--- src/rtl/sb_pkg.sv ---
package sb_pkg;

    typedef enum logic [2:0] {
        OPC_INT      = 3'd0,
        OPC_LOAD     = 3'd1,
        OPC_STORE    = 3'd2,
        OPC_FADD_SP  = 3'd3,
        OPC_FADD_MIX = 3'd4,
        OPC_FMUL     = 3'd5,
        OPC_BRANCH   = 3'd6,
        OPC_MISC     = 3'd7
    } opc_e;

    typedef enum logic [1:0] {
        SLOT_FREE   = 2'd0,
        SLOT_FLIGHT = 2'd1,
        SLOT_DUE    = 2'd2
    } slot_state_e;

    function automatic int unsigned max2(input int unsigned a, input int unsigned b);
        return (a > b) ? a : b;
    endfunction

endpackage

--- src/rtl/sb_class_decode.sv ---
module sb_class_decode
    import sb_pkg::*;
#(
    parameter int unsigned LAT_INT      = 1,
    parameter int unsigned LAT_LOAD     = 3,
    parameter int unsigned LAT_FADD_SP  = 5,
    parameter int unsigned LAT_FADD_MIX = 6,
    parameter int unsigned LAT_FMUL     = 6,
    parameter int unsigned CNT_W        = 3
) (
    input  logic [2:0]       opc,
    output logic             writes,
    output logic [CNT_W-1:0] lat
);

    always_comb begin
        writes = 1'b1;
        lat    = CNT_W'(LAT_INT);
        unique case (opc_e'(opc))
            OPC_INT, OPC_MISC: lat = CNT_W'(LAT_INT);
            OPC_LOAD:          lat = CNT_W'(LAT_LOAD);
            OPC_FADD_SP:       lat = CNT_W'(LAT_FADD_SP);
            OPC_FADD_MIX:      lat = CNT_W'(LAT_FADD_MIX);
            OPC_FMUL:          lat = CNT_W'(LAT_FMUL);
            OPC_STORE, OPC_BRANCH: begin
                writes = 1'b0;
                lat    = CNT_W'(LAT_INT);
            end
        endcase
    end

endmodule

--- src/rtl/sb_slot.sv ---
module sb_slot
    import sb_pkg::*;
#(
    parameter int unsigned RW    = 5,
    parameter int unsigned CNT_W = 3,
    parameter int unsigned AGE_W = 5
) (
    input  logic             clk,
    input  logic             rst,
    input  logic             alloc,
    input  logic [RW-1:0]    alloc_dst,
    input  logic [CNT_W-1:0] alloc_lat,
    input  logic             grant,
    output logic             busy,
    output logic             due,
    output logic [RW-1:0]    dst,
    output logic [AGE_W-1:0] age
);

    localparam logic [AGE_W-1:0] AGE_MAX = '1;

    slot_state_e      state_q, state_d;
    logic [CNT_W-1:0] cnt_q, cnt_d;
    logic [RW-1:0]    dst_q, dst_d;
    logic [AGE_W-1:0] age_q, age_d;
    logic [AGE_W-1:0] age_inc;

    assign age_inc = (age_q == AGE_MAX) ? age_q : age_q + 1'b1;

    // state register
    always_ff @(posedge clk) begin
        if (rst) begin
            state_q <= SLOT_FREE;
            cnt_q   <= '0;
            dst_q   <= '0;
            age_q   <= '0;
        end else begin
            state_q <= state_d;
            cnt_q   <= cnt_d;
            dst_q   <= dst_d;
            age_q   <= age_d;
        end
    end

    // transitions
    always_comb begin
        state_d = state_q;
        cnt_d   = cnt_q;
        dst_d   = dst_q;
        age_d   = age_q;
        unique case (state_q)
            SLOT_FREE: begin
                if (alloc) begin
                    dst_d = alloc_dst;
                    age_d = '0;
                    if (alloc_lat <= CNT_W'(1)) begin
                        state_d = SLOT_DUE;            // launch-short
                        cnt_d   = '0;
                    end else begin
                        state_d = SLOT_FLIGHT;         // launch
                        cnt_d   = alloc_lat - CNT_W'(1);
                    end
                end
            end
            SLOT_FLIGHT: begin
                age_d = age_inc;
                cnt_d = cnt_q - CNT_W'(1);
                if (cnt_q == CNT_W'(1)) begin
                    state_d = SLOT_DUE;                // expire
                end
            end
            SLOT_DUE: begin
                age_d = age_inc;
                if (grant) begin
                    state_d = SLOT_FREE;               // retire
                end
            end
            default: state_d = SLOT_FREE;
        endcase
    end

    // outputs
    always_comb begin
        busy = (state_q != SLOT_FREE);
        due  = (state_q == SLOT_DUE);
        dst  = dst_q;
        age  = age_q;
    end

    assert_flight_count_R2: assert property (@(posedge clk) disable iff (rst)
        (state_q == SLOT_FLIGHT) |-> (cnt_q != '0));

    assert_due_hold_R6: assert property (@(posedge clk) disable iff (rst)
        (state_q == SLOT_DUE && !grant) |=> (state_q == SLOT_DUE && $stable(dst_q)));

    assert_alloc_free_R7: assert property (@(posedge clk) disable iff (rst)
        alloc |-> (state_q == SLOT_FREE));

endmodule

--- src/rtl/sb_wb_arbiter.sv ---
module sb_wb_arbiter #(
    parameter int unsigned SLOTS = 8,
    parameter int unsigned AGE_W = 5
) (
    input  logic                        clk,
    input  logic                        rst,
    input  logic [SLOTS-1:0]            due,
    input  logic [SLOTS-1:0][AGE_W-1:0] age,
    output logic [SLOTS-1:0]            grant,
    output logic                        any
);

    localparam int unsigned IW = (SLOTS > 1) ? $clog2(SLOTS) : 1;

    logic [IW-1:0]    best_idx;
    logic [AGE_W-1:0] best_age;
    logic             found;

    always_comb begin
        best_idx = '0;
        best_age = '0;
        found    = 1'b0;
        for (int i = 0; i < int'(SLOTS); i++) begin
            if (due[i] && (!found || age[i] > best_age)) begin
                best_idx = IW'(i);
                best_age = age[i];
                found    = 1'b1;
            end
        end
    end

    always_comb begin
        for (int i = 0; i < int'(SLOTS); i++) begin
            grant[i] = found && (best_idx == IW'(i));
        end
        any = found;
    end

    assert_one_port_R6: assert property (@(posedge clk) disable iff (rst)
        $onehot0(grant));

    assert_grant_due_R6: assert property (@(posedge clk) disable iff (rst)
        (grant & ~due) == '0);

    assert_no_idle_port_R6: assert property (@(posedge clk) disable iff (rst)
        (due != '0) |-> any);

endmodule

--- src/rtl/sb_issue_scoreboard.sv ---
module sb_issue_scoreboard
    import sb_pkg::*;
#(
    parameter int unsigned REG_COUNT    = 32,
    parameter int unsigned SLOTS        = 8,
    parameter int unsigned LAT_INT      = 1,
    parameter int unsigned LAT_LOAD     = 3,
    parameter int unsigned LAT_FADD_SP  = 5,
    parameter int unsigned LAT_FADD_MIX = 6,
    parameter int unsigned LAT_FMUL     = 6,
    localparam int unsigned RW          = $clog2(REG_COUNT)
) (
    input  logic          clk,
    input  logic          rst,
    input  logic          iss_valid,
    input  logic [2:0]    iss_class,
    input  logic          iss_has_dst,
    input  logic [RW-1:0] iss_dst,
    input  logic          iss_src_a_en,
    input  logic [RW-1:0] iss_src_a,
    input  logic          iss_src_b_en,
    input  logic [RW-1:0] iss_src_b,
    output logic          iss_stall,
    output logic          wb_valid,
    output logic [RW-1:0] wb_reg
);

    localparam int unsigned MAX_LAT = max2(max2(LAT_INT, LAT_LOAD),
                                           max2(max2(LAT_FADD_SP, LAT_FADD_MIX), LAT_FMUL));
    localparam int unsigned CNT_W   = $clog2(MAX_LAT + 1);
    localparam int unsigned AGE_W   = $clog2(MAX_LAT + SLOTS + 2) + 1;

    logic                        dec_writes;
    logic [CNT_W-1:0]            dec_lat;
    logic [SLOTS-1:0]            slot_busy;
    logic [SLOTS-1:0]            slot_due;
    logic [SLOTS-1:0]            slot_grant;
    logic [SLOTS-1:0]            alloc_vec;
    logic [SLOTS-1:0][RW-1:0]    slot_dst;
    logic [SLOTS-1:0][AGE_W-1:0] slot_age;
    logic [REG_COUNT-1:0]        pend;
    logic                        dst_writes;
    logic                        raw_hit;
    logic                        waw_hit;
    logic                        full_hit;
    logic                        accept;
    logic                        port_busy;

    sb_class_decode #(
        .LAT_INT      (LAT_INT),
        .LAT_LOAD     (LAT_LOAD),
        .LAT_FADD_SP  (LAT_FADD_SP),
        .LAT_FADD_MIX (LAT_FADD_MIX),
        .LAT_FMUL     (LAT_FMUL),
        .CNT_W        (CNT_W)
    ) i_decode (
        .opc    (iss_class),
        .writes (dec_writes),
        .lat    (dec_lat)
    );

    // reservation map from occupied slots
    always_comb begin
        pend = '0;
        for (int i = 0; i < int'(SLOTS); i++) begin
            if (slot_busy[i]) begin
                pend[slot_dst[i]] = 1'b1;
            end
        end
    end

    // hazard detection
    always_comb begin
        dst_writes = iss_has_dst && dec_writes;
        raw_hit    = (iss_src_a_en && pend[iss_src_a]) || (iss_src_b_en && pend[iss_src_b]);
        waw_hit    = dst_writes && pend[iss_dst];
        full_hit   = dst_writes && (&slot_busy);
        iss_stall  = iss_valid && (raw_hit || waw_hit || full_hit);
        accept     = iss_valid && !iss_stall && dst_writes;
    end

    // lowest free slot takes the new token
    always_comb begin
        logic taken;
        taken     = 1'b0;
        alloc_vec = '0;
        for (int i = 0; i < int'(SLOTS); i++) begin
            if (!slot_busy[i] && !taken) begin
                alloc_vec[i] = accept;
                taken        = 1'b1;
            end
        end
    end

    for (genvar g = 0; g < int'(SLOTS); g++) begin : g_slot
        sb_slot #(
            .RW    (RW),
            .CNT_W (CNT_W),
            .AGE_W (AGE_W)
        ) i_slot (
            .clk       (clk),
            .rst       (rst),
            .alloc     (alloc_vec[g]),
            .alloc_dst (iss_dst),
            .alloc_lat (dec_lat),
            .grant     (slot_grant[g]),
            .busy      (slot_busy[g]),
            .due       (slot_due[g]),
            .dst       (slot_dst[g]),
            .age       (slot_age[g])
        );
    end

    sb_wb_arbiter #(
        .SLOTS (SLOTS),
        .AGE_W (AGE_W)
    ) i_arb (
        .clk   (clk),
        .rst   (rst),
        .due   (slot_due),
        .age   (slot_age),
        .grant (slot_grant),
        .any   (port_busy)
    );

    always_comb begin
        wb_valid = port_busy;
        wb_reg   = '0;
        for (int i = 0; i < int'(SLOTS); i++) begin
            if (slot_grant[i]) begin
                wb_reg = wb_reg | slot_dst[i];
            end
        end
    end

    assert_reserve_after_issue_R4: assert property (@(posedge clk) disable iff (rst)
        (iss_valid && !iss_stall && iss_has_dst && dec_writes) |=> pend[$past(iss_dst)]);

    assert_stall_no_alloc_R8: assert property (@(posedge clk) disable iff (rst)
        iss_stall |-> (alloc_vec == '0));

    assert_idle_no_stall_R8: assert property (@(posedge clk) disable iff (rst)
        !iss_valid |-> !iss_stall);

    assert_nonwriter_no_alloc_R5: assert property (@(posedge clk) disable iff (rst)
        (iss_class == OPC_STORE || iss_class == OPC_BRANCH) |-> (alloc_vec == '0));

    assert_reset_clear_R9: assert property (@(posedge clk)
        rst |=> (pend == '0 && !wb_valid));

endmodule

--- config.mk ---
export PLATFORM = sky130hd
export DESIGN_NAME = sb_issue_scoreboard
export DESIGN_NICKNAME = d
export VERILOG_FILES = /design/src/rtl/sb_pkg.sv /design/src/rtl/sb_class_decode.sv /design/src/rtl/sb_slot.sv /design/src/rtl/sb_wb_arbiter.sv /design/src/rtl/sb_issue_scoreboard.sv
export SDC_FILE = /design/constraint.sdc
export NUM_CORES = 1
export LEC_CHECK = 0
export ABC_AREA = 1
export BUFFER_PORTS_ARGS = -buffer_cell sky130_fd_sc_hd__buf_4
export CAP_MARGIN = 0
export CORE_MARGIN = 4
export CORE_UTILIZATION = 45
export CTS_CLUSTER_DIAMETER = 200
export DETAILED_ROUTE_END_ITERATION = 7
export PLACE_DENSITY = 0.71
export SETUP_SLACK_MARGIN = 0.05
export SKIP_LAST_GASP = 1
export SLEW_MARGIN = 5
export SYNTH_ARGS = -nofsm -noshare
export SYNTH_HDL_FRONTEND = slang
export SYNTH_SLANG_ARGS = --single-unit
--- constraint.sdc ---
create_clock -name clk -period 13.05 [get_ports clk]
set_input_delay 0.6525 -clock clk [delete_from_list [all_inputs] [get_ports clk]]
set_output_delay 0.6525 -clock clk [all_outputs]
set_load 0.01 [all_outputs]
# Word level (Yosys, flattened, before mapping)
# Cells that the tools add are included.
dict set report classes {
  add_sub_neg 17
  multipliers 0
  n_div 0
  order_cmp 27
  eq_ne 78
  shifts 0
  muxes 151
  n_bitwise 14
  n_reduce_logical 147
}
# cell n
set ops {}
lappend ops {{$mux W32} 8}
lappend ops {{$or A32 B32 Y32} 7}
lappend ops {{$mux W5} 31}
lappend ops {{$pmux W5 S2} 8}
lappend ops {{$lt A5 B6 Y1 const B} 11}
lappend ops {{$mux W2} 27}
lappend ops {{$ne A2 B1 Y1 const B} 24}
lappend ops {{$pmux W2 S3} 8}
lappend ops {{$pmux W3 S2} 8}
lappend ops {{$reduce_and A3 Y1} 16}
lappend ops {{$reduce_bool A2 Y1} 24}
lappend ops {{$add A5 B1 Y5 const B} 8}
lappend ops {{$demux W1 S5} 8}
lappend ops {{$eq A5 B5 Y1 const B} 8}
lappend ops {{$ge A5 B1 Y1 const B} 8}
lappend ops {{$mux W3} 13}
lappend ops {{$logic_and A1 B1 Y1} 38}
lappend ops {{$mux W1} 36}
lappend ops {{$gt A5 B5 Y1} 7}
lappend ops {{$or A5 B5 Y5} 7}
lappend ops {{$reduce_and A2 Y1} 16}
lappend ops {{$eq A3 B1 Y1 const B} 10}
lappend ops {{$sub A3 B1 Y3 const B} 9}
lappend ops {{$eq A3 B3 Y1 const B} 8}
lappend ops {{other kinds (14)} 86}
dict set report totals {
  ff_bits 120
  latchBits 0
  mem_bits_rw 0
  rom_bits 0
  input_bits 24
  out_inout_bits 7
  wordCells 466
  memories 0
}

# Longest topological paths before layout
dict set report depth {
  ltp_word 47
  mapped_depth 83
  depth_no_buf 77
}

# By module
# A second synthesis with hierarchy kept.
dict set report hier_totals {
  hier_cells 2354
  hier_area_um2 13015.0
}
# module n_inst cells_each area_each_um2 seq_area_each_um2
set by_module_without_submodules {}
lappend by_module_without_submodules {sb_slot 8 138 919.6 300.3}
lappend by_module_without_submodules {sb_issue_scoreboard 1 954 4007.6 0.0}
lappend by_module_without_submodules {sb_wb_arbiter 1 288 1615.3 0.0}
lappend by_module_without_submodules {sb_class_decode 1 8 35.0 0.0}

# Worst setup path before layout
# No wires, ideal clock.
dict set report synth_timing {
  path_kind {register to output}
  from {register g_slot[0].i_slot.state_q[0]}
  to {output port wb_reg[2]}
  t_arrival_ps 9625
  t_required_ps 12397
  setup_slack_ps 2772
  stages_incl_launch_ff 81
  n_path_buf 6
  path_cell_list {dfxtp_1 > inv_1 > ha_1 > buf_2 > nand2_1 > ha_1 > nand2_1 > inv_1 > nor2_1 > o21ai_0 > o22ai_1 > a21oi_1 > inv_1 > o21ai_0 > ha_1 > nand2_1 > inv_1 > nor2_1 > [... 45 more ...] > o22ai_1 > nand2_1 > nand2_1 > clkbuf_1 > o21ai_0 > ha_1 > a21oi_1 > o21ai_0 > o22ai_1 > nand2_1 > nand2_1 > nand2_1 > a21oi_1 > inv_1 > nand4_1 > inv_1 > a221oi_1 > nand3_1}
}
dict set report synth_via {
  elab_chain_len 47
  elab_cells_between_ends 82
  classes_between {order compare (7); eq/ne (8); mux (30); bitwise (7); reduce/logical (30)}
}
# item line_no
set synth_rtl {}
lappend synth_rtl {{from (decl)} sb_slot.sv:22} ;# slot_state_e state_q, state_d;
lappend synth_rtl {{from (signal assigned)} sb_slot.sv:38} ;# state_q <= state_d;
lappend synth_rtl {{$eq A2 B2 Y1 *} sb_slot.sv:85} ;# due = (state_q == SLOT_DUE);
lappend synth_rtl {{$mux W5 or $mux W1 (tied branches)} sb_wb_arbiter.sv:24} ;# if (due[i] && (!found || age[i] > best_age)) begin
lappend synth_rtl {{$gt A5 B5 Y1 or $logic_not A1 Y1 (tied branches)} sb_wb_arbiter.sv:24}
lappend synth_rtl {{$logic_or A1 B1 Y1} sb_wb_arbiter.sv:24}
lappend synth_rtl {{$logic_and A1 B1 Y1} sb_wb_arbiter.sv:24}
lappend synth_rtl {{$mux W5 or $mux W1 (tied branches)} sb_wb_arbiter.sv:24}
lappend synth_rtl {{$gt A5 B5 Y1 or $logic_not A1 Y1 (tied branches)} sb_wb_arbiter.sv:24}
lappend synth_rtl {{$logic_or A1 B1 Y1} sb_wb_arbiter.sv:24}
lappend synth_rtl {{[... 31 more ...]} --}
lappend synth_rtl {{$or A5 B5 Y5} sb_issue_scoreboard.sv:131} ;# wb_reg = wb_reg | slot_dst[i];
lappend synth_rtl {{$mux W5} sb_issue_scoreboard.sv:130} ;# if (slot_grant[i]) begin
lappend synth_rtl {{$or A5 B5 Y5} sb_issue_scoreboard.sv:131}
lappend synth_rtl {{$mux W5} sb_issue_scoreboard.sv:130}
lappend synth_rtl {{$or A5 B5 Y5} sb_issue_scoreboard.sv:131}
lappend synth_rtl {{$mux W5} sb_issue_scoreboard.sv:130}
lappend synth_rtl {{$or A5 B5 Y5} sb_issue_scoreboard.sv:131}
lappend synth_rtl {{$mux W5 *} sb_issue_scoreboard.sv:130}
lappend synth_rtl {{to (decl)} sb_issue_scoreboard.sv:25} ;# output logic [RW-1:0] wb_reg
# Mark *: on every way between the ends. The rest lies on a longest branch, timed or not.

# Final worst setup path
dict set report layout_timing {
  from {register g_slot[0].i_slot.state_q[0]}
  to {output port wb_reg[0]}
}
# Same word-level chain as after synthesis.

==> flow_summary.ini <==
[placement]
dp_hpwl_mm = 28.6
place_inst = 2367
port_buffers = 30
gp_congestion = 1.01
place_ws_ns = 1.48

[synthesis]
avgSynthCellArea_um2 = 5.70
yosys.area.top_type = nand2_1
synth_top_family_by_area = simple AND/OR/NAND/NOR gates
ys_seq_area_frac = 0.205
synthAdderAreaFrac = 0.107
synth_area_um2 = 11700
ys.warnings.count = 0
synth-simple-area-share = 0.455
ys.flop_type = dfxtp_1
syn_nets = 2180
ys_top_cells_by_count = 774 x nand2_1, 237 x nor2_1, 195 x inv_1
async_flop_share = 0
syn_inst = 2056
synthMuxAreaShare = 0.00598
synth_top_area_frac = 0.248
ys_ff_latch = 120
synth-compound-area-share = 0.139
synth_cell_type_count = 37
synth_area_leaders = nand2_1 25%, dfxtp_1 21%, ha_1 11%
synthXorXnorAreaFrac = 0.00299
yosysMostFrequentCell = nand2_1
synth_edf_count = 0

[pwr]
p_total_uw = 2010
power.density_nw_per_um2 = 157
irDropWorstVdd_uv = 120
power_leakage_uw = 0.00601

[global_route]
grt_max_degree = 74
grt_antenna_before_repair = 0
grt_use_met3 = 0.0575
use_met2 = 0.412
grt.total_usage = 0.262
grt_use_met1 = 0.356
grt_busiest_layer = met2
grt_pass1_vias = 12200
grt_pass1_wl_mm = 61.7
grt-ovfl-total = 0

[floorplan]
start_util = 0.461
core_um2 = 25400
die_y_um = 169
ioPinCount = 31
core.rowCount = 58
die_w_um = 169
die-area_um2 = 28700

[timing]
finalCritPeriodShare = 0.895
skew_ns = 0.0112
setup_tns_ns = 0
tightest_slew_ns = 1.31
grt_setup_unrepaired = false
setup_viol = 0
clock.fmax_ghz = 0.0856
setup_ws_ns = 1.37
hold_viol_final = 0
drv_slew = 0
relSlewSlack = 0.122
fin_crit_ns = 11.68

[detailed_routing]
firstDrtPassIters = 6
drc = 0
wl_per_cell_um = 15.8
antenna_left = 0
vias_per_cell = 5.52
postRouteWirelength_mm = 37.9
vias = 13200
drtIter0Drc = 1468

[critical_path]
critPathBufInv = 11
end_kind = output port
crit_required_ns = 12.40
arrival_ns = 11.03
path_max_fanout = 12
critPathKind = flop to output port
cp_slowest_cell = dfxtp_1
start_kind = flop
cp_top_family = compound AO/OA/AOI/OAI gates
slowest_delay_ns = 0.33
crit_top_cell = nand2_1

[clocking]
cts_buffers = 17
cts_max_path_buffers = 2
htreeDepth = 4
cts_tree = built
insertion_delay_ns = 0.43
cts-root-buf = clkbuf_16
path_clk_slew_ns = 0.06
clock_sinks = 120

[cells_and_area]
finalNonFillerCells = 2398
fin_util = 0.503
final_nets = 2180
area_growth_pct = 9.06
antenna_cells = 0
layout-drive-gt1-share = 0.0624

[worst_hold_path]
hold_class = flop to flop

[run]
maxCapViolations = 0

[outcome]
status = finished clean
-- metal layers --
layer / share of wire / vias up
met4: 0.028 / 0
met1: 0.43 / 5885
li1: - / 6615
met5: 0 / -
met3: 0.10 / 117
met2: 0.44 / 611
-- report_power, final --
group | internal [µW] | switching (µW)
Sequential | 407 | 43.9
Clock | 333 | 184
Combinational | 350 | 694
Total | 1090 | 921
-- stage by stage --
step	hold slack [ns]	instance area, µm²
2_1_floorplan	0.457	11700
3_3_place_gp	0.488	12100
3_5_place_dp	0.492	12100
4_1_cts	0.501	12800
5_1_grt	0.524	12800
6_report	0.497	12800
-- worst reg2reg max path: cells and delay by family (launching register included) --
kind / cells / cell delay [ns]
AO/OA/AOI/OAI: 30 / 3.92
AND/OR/NAND/NOR: 29 / 3.28
adder cells (fa/ha/maj): 8 / 2.36
buffers and inverters: 8 / 0.60
flip-flops: 1 / 0.33
-- flip-flops by register name (all words and copies together), names as in the netlist --
name,flops
g_slot.i_slot.age,40
g_slot.i_slot.cnt_q,24
g_slot.i_slot.dst,40
g_slot.i_slot.state_q,16
-- cells by family after synthesis --
family / Yosys count
XOR/XNOR: 4
buffers and inverters: 250
multiplexers: 7
AND/OR/NAND/NOR: 1266
AO/OA/AOI/OAI: 309
flip-flops: 120
adder cells (fa/ha/maj): 100
-- layout by cell type, fill, tap and decap left out, types with 4 or more instances in the layout --
| master | instances |
|---|---|
| inv_2 | 4 |
| o21ai_0 | 121 |
| o21ai_2 | 7 |
| nand2_1 | 771 |
| clkbuf_16 | 17 |
| or2_2 | 9 |
| inv_1 | 194 |
| mux2i_1 | 7 |
| nor2_1 | 236 |
| nand4_1 | 7 |
| o21ai_1 | 11 |
| buf_4 | 32 |
| nand2_4 | 14 |
| a21o_1 | 4 |
| clkinvlp_4 | 5 |
| nand3_1 | 150 |
| dfxtp_1 | 120 |
| bufinv_16 | 4 |
| o22ai_1 | 17 |
| nor3_1 | 48 |
| o21bai_1 | 4 |
| nand3_4 | 8 |
| ha_1 | 99 |
| xor2_1 | 4 |
| nand2_2 | 10 |
| a21oi_1 | 137 |
| nor2_2 | 8 |
-- path summary, 6_finish.rpt --
path / start / end / slack [ns] / depth (start not counted)
max: g_slot[0].i_slot.state_q[0] / wb_reg[0] / 1.37 / 76
min: g_slot[7].i_slot.age[0] / g_slot[7].i_slot.age[0] / 0.50 / 2
max reg2reg: g_slot[0].i_slot.state_q[0] / g_slot[0].i_slot.state_q[0] / 2.45 / 75
min reg2reg: g_slot[7].i_slot.age[0] / g_slot[7].i_slot.age[0] / 0.50 / 2
-- what timing repair did --
action | 4_1_cts | 5_1_grt
buffers inserted | 0 | 0
setup endpoints to repair | 0 | 5
gates resized for setup | 0 | 11
hold buffers | 0 | 0
-- cell type report --
type / instances / area [µm²]
fillers: 2596 / 12600
multi-input cells: 1686 / 8340
flip-flops and latches: 120 / 2400
inverters: 199 / 747
clock buffers: 20 / 467
well taps: 330 / 413
repair buffers: 32 / 240
clock inverters: 11 / 171
Note: power is estimated with default switching activity, not from simulation.
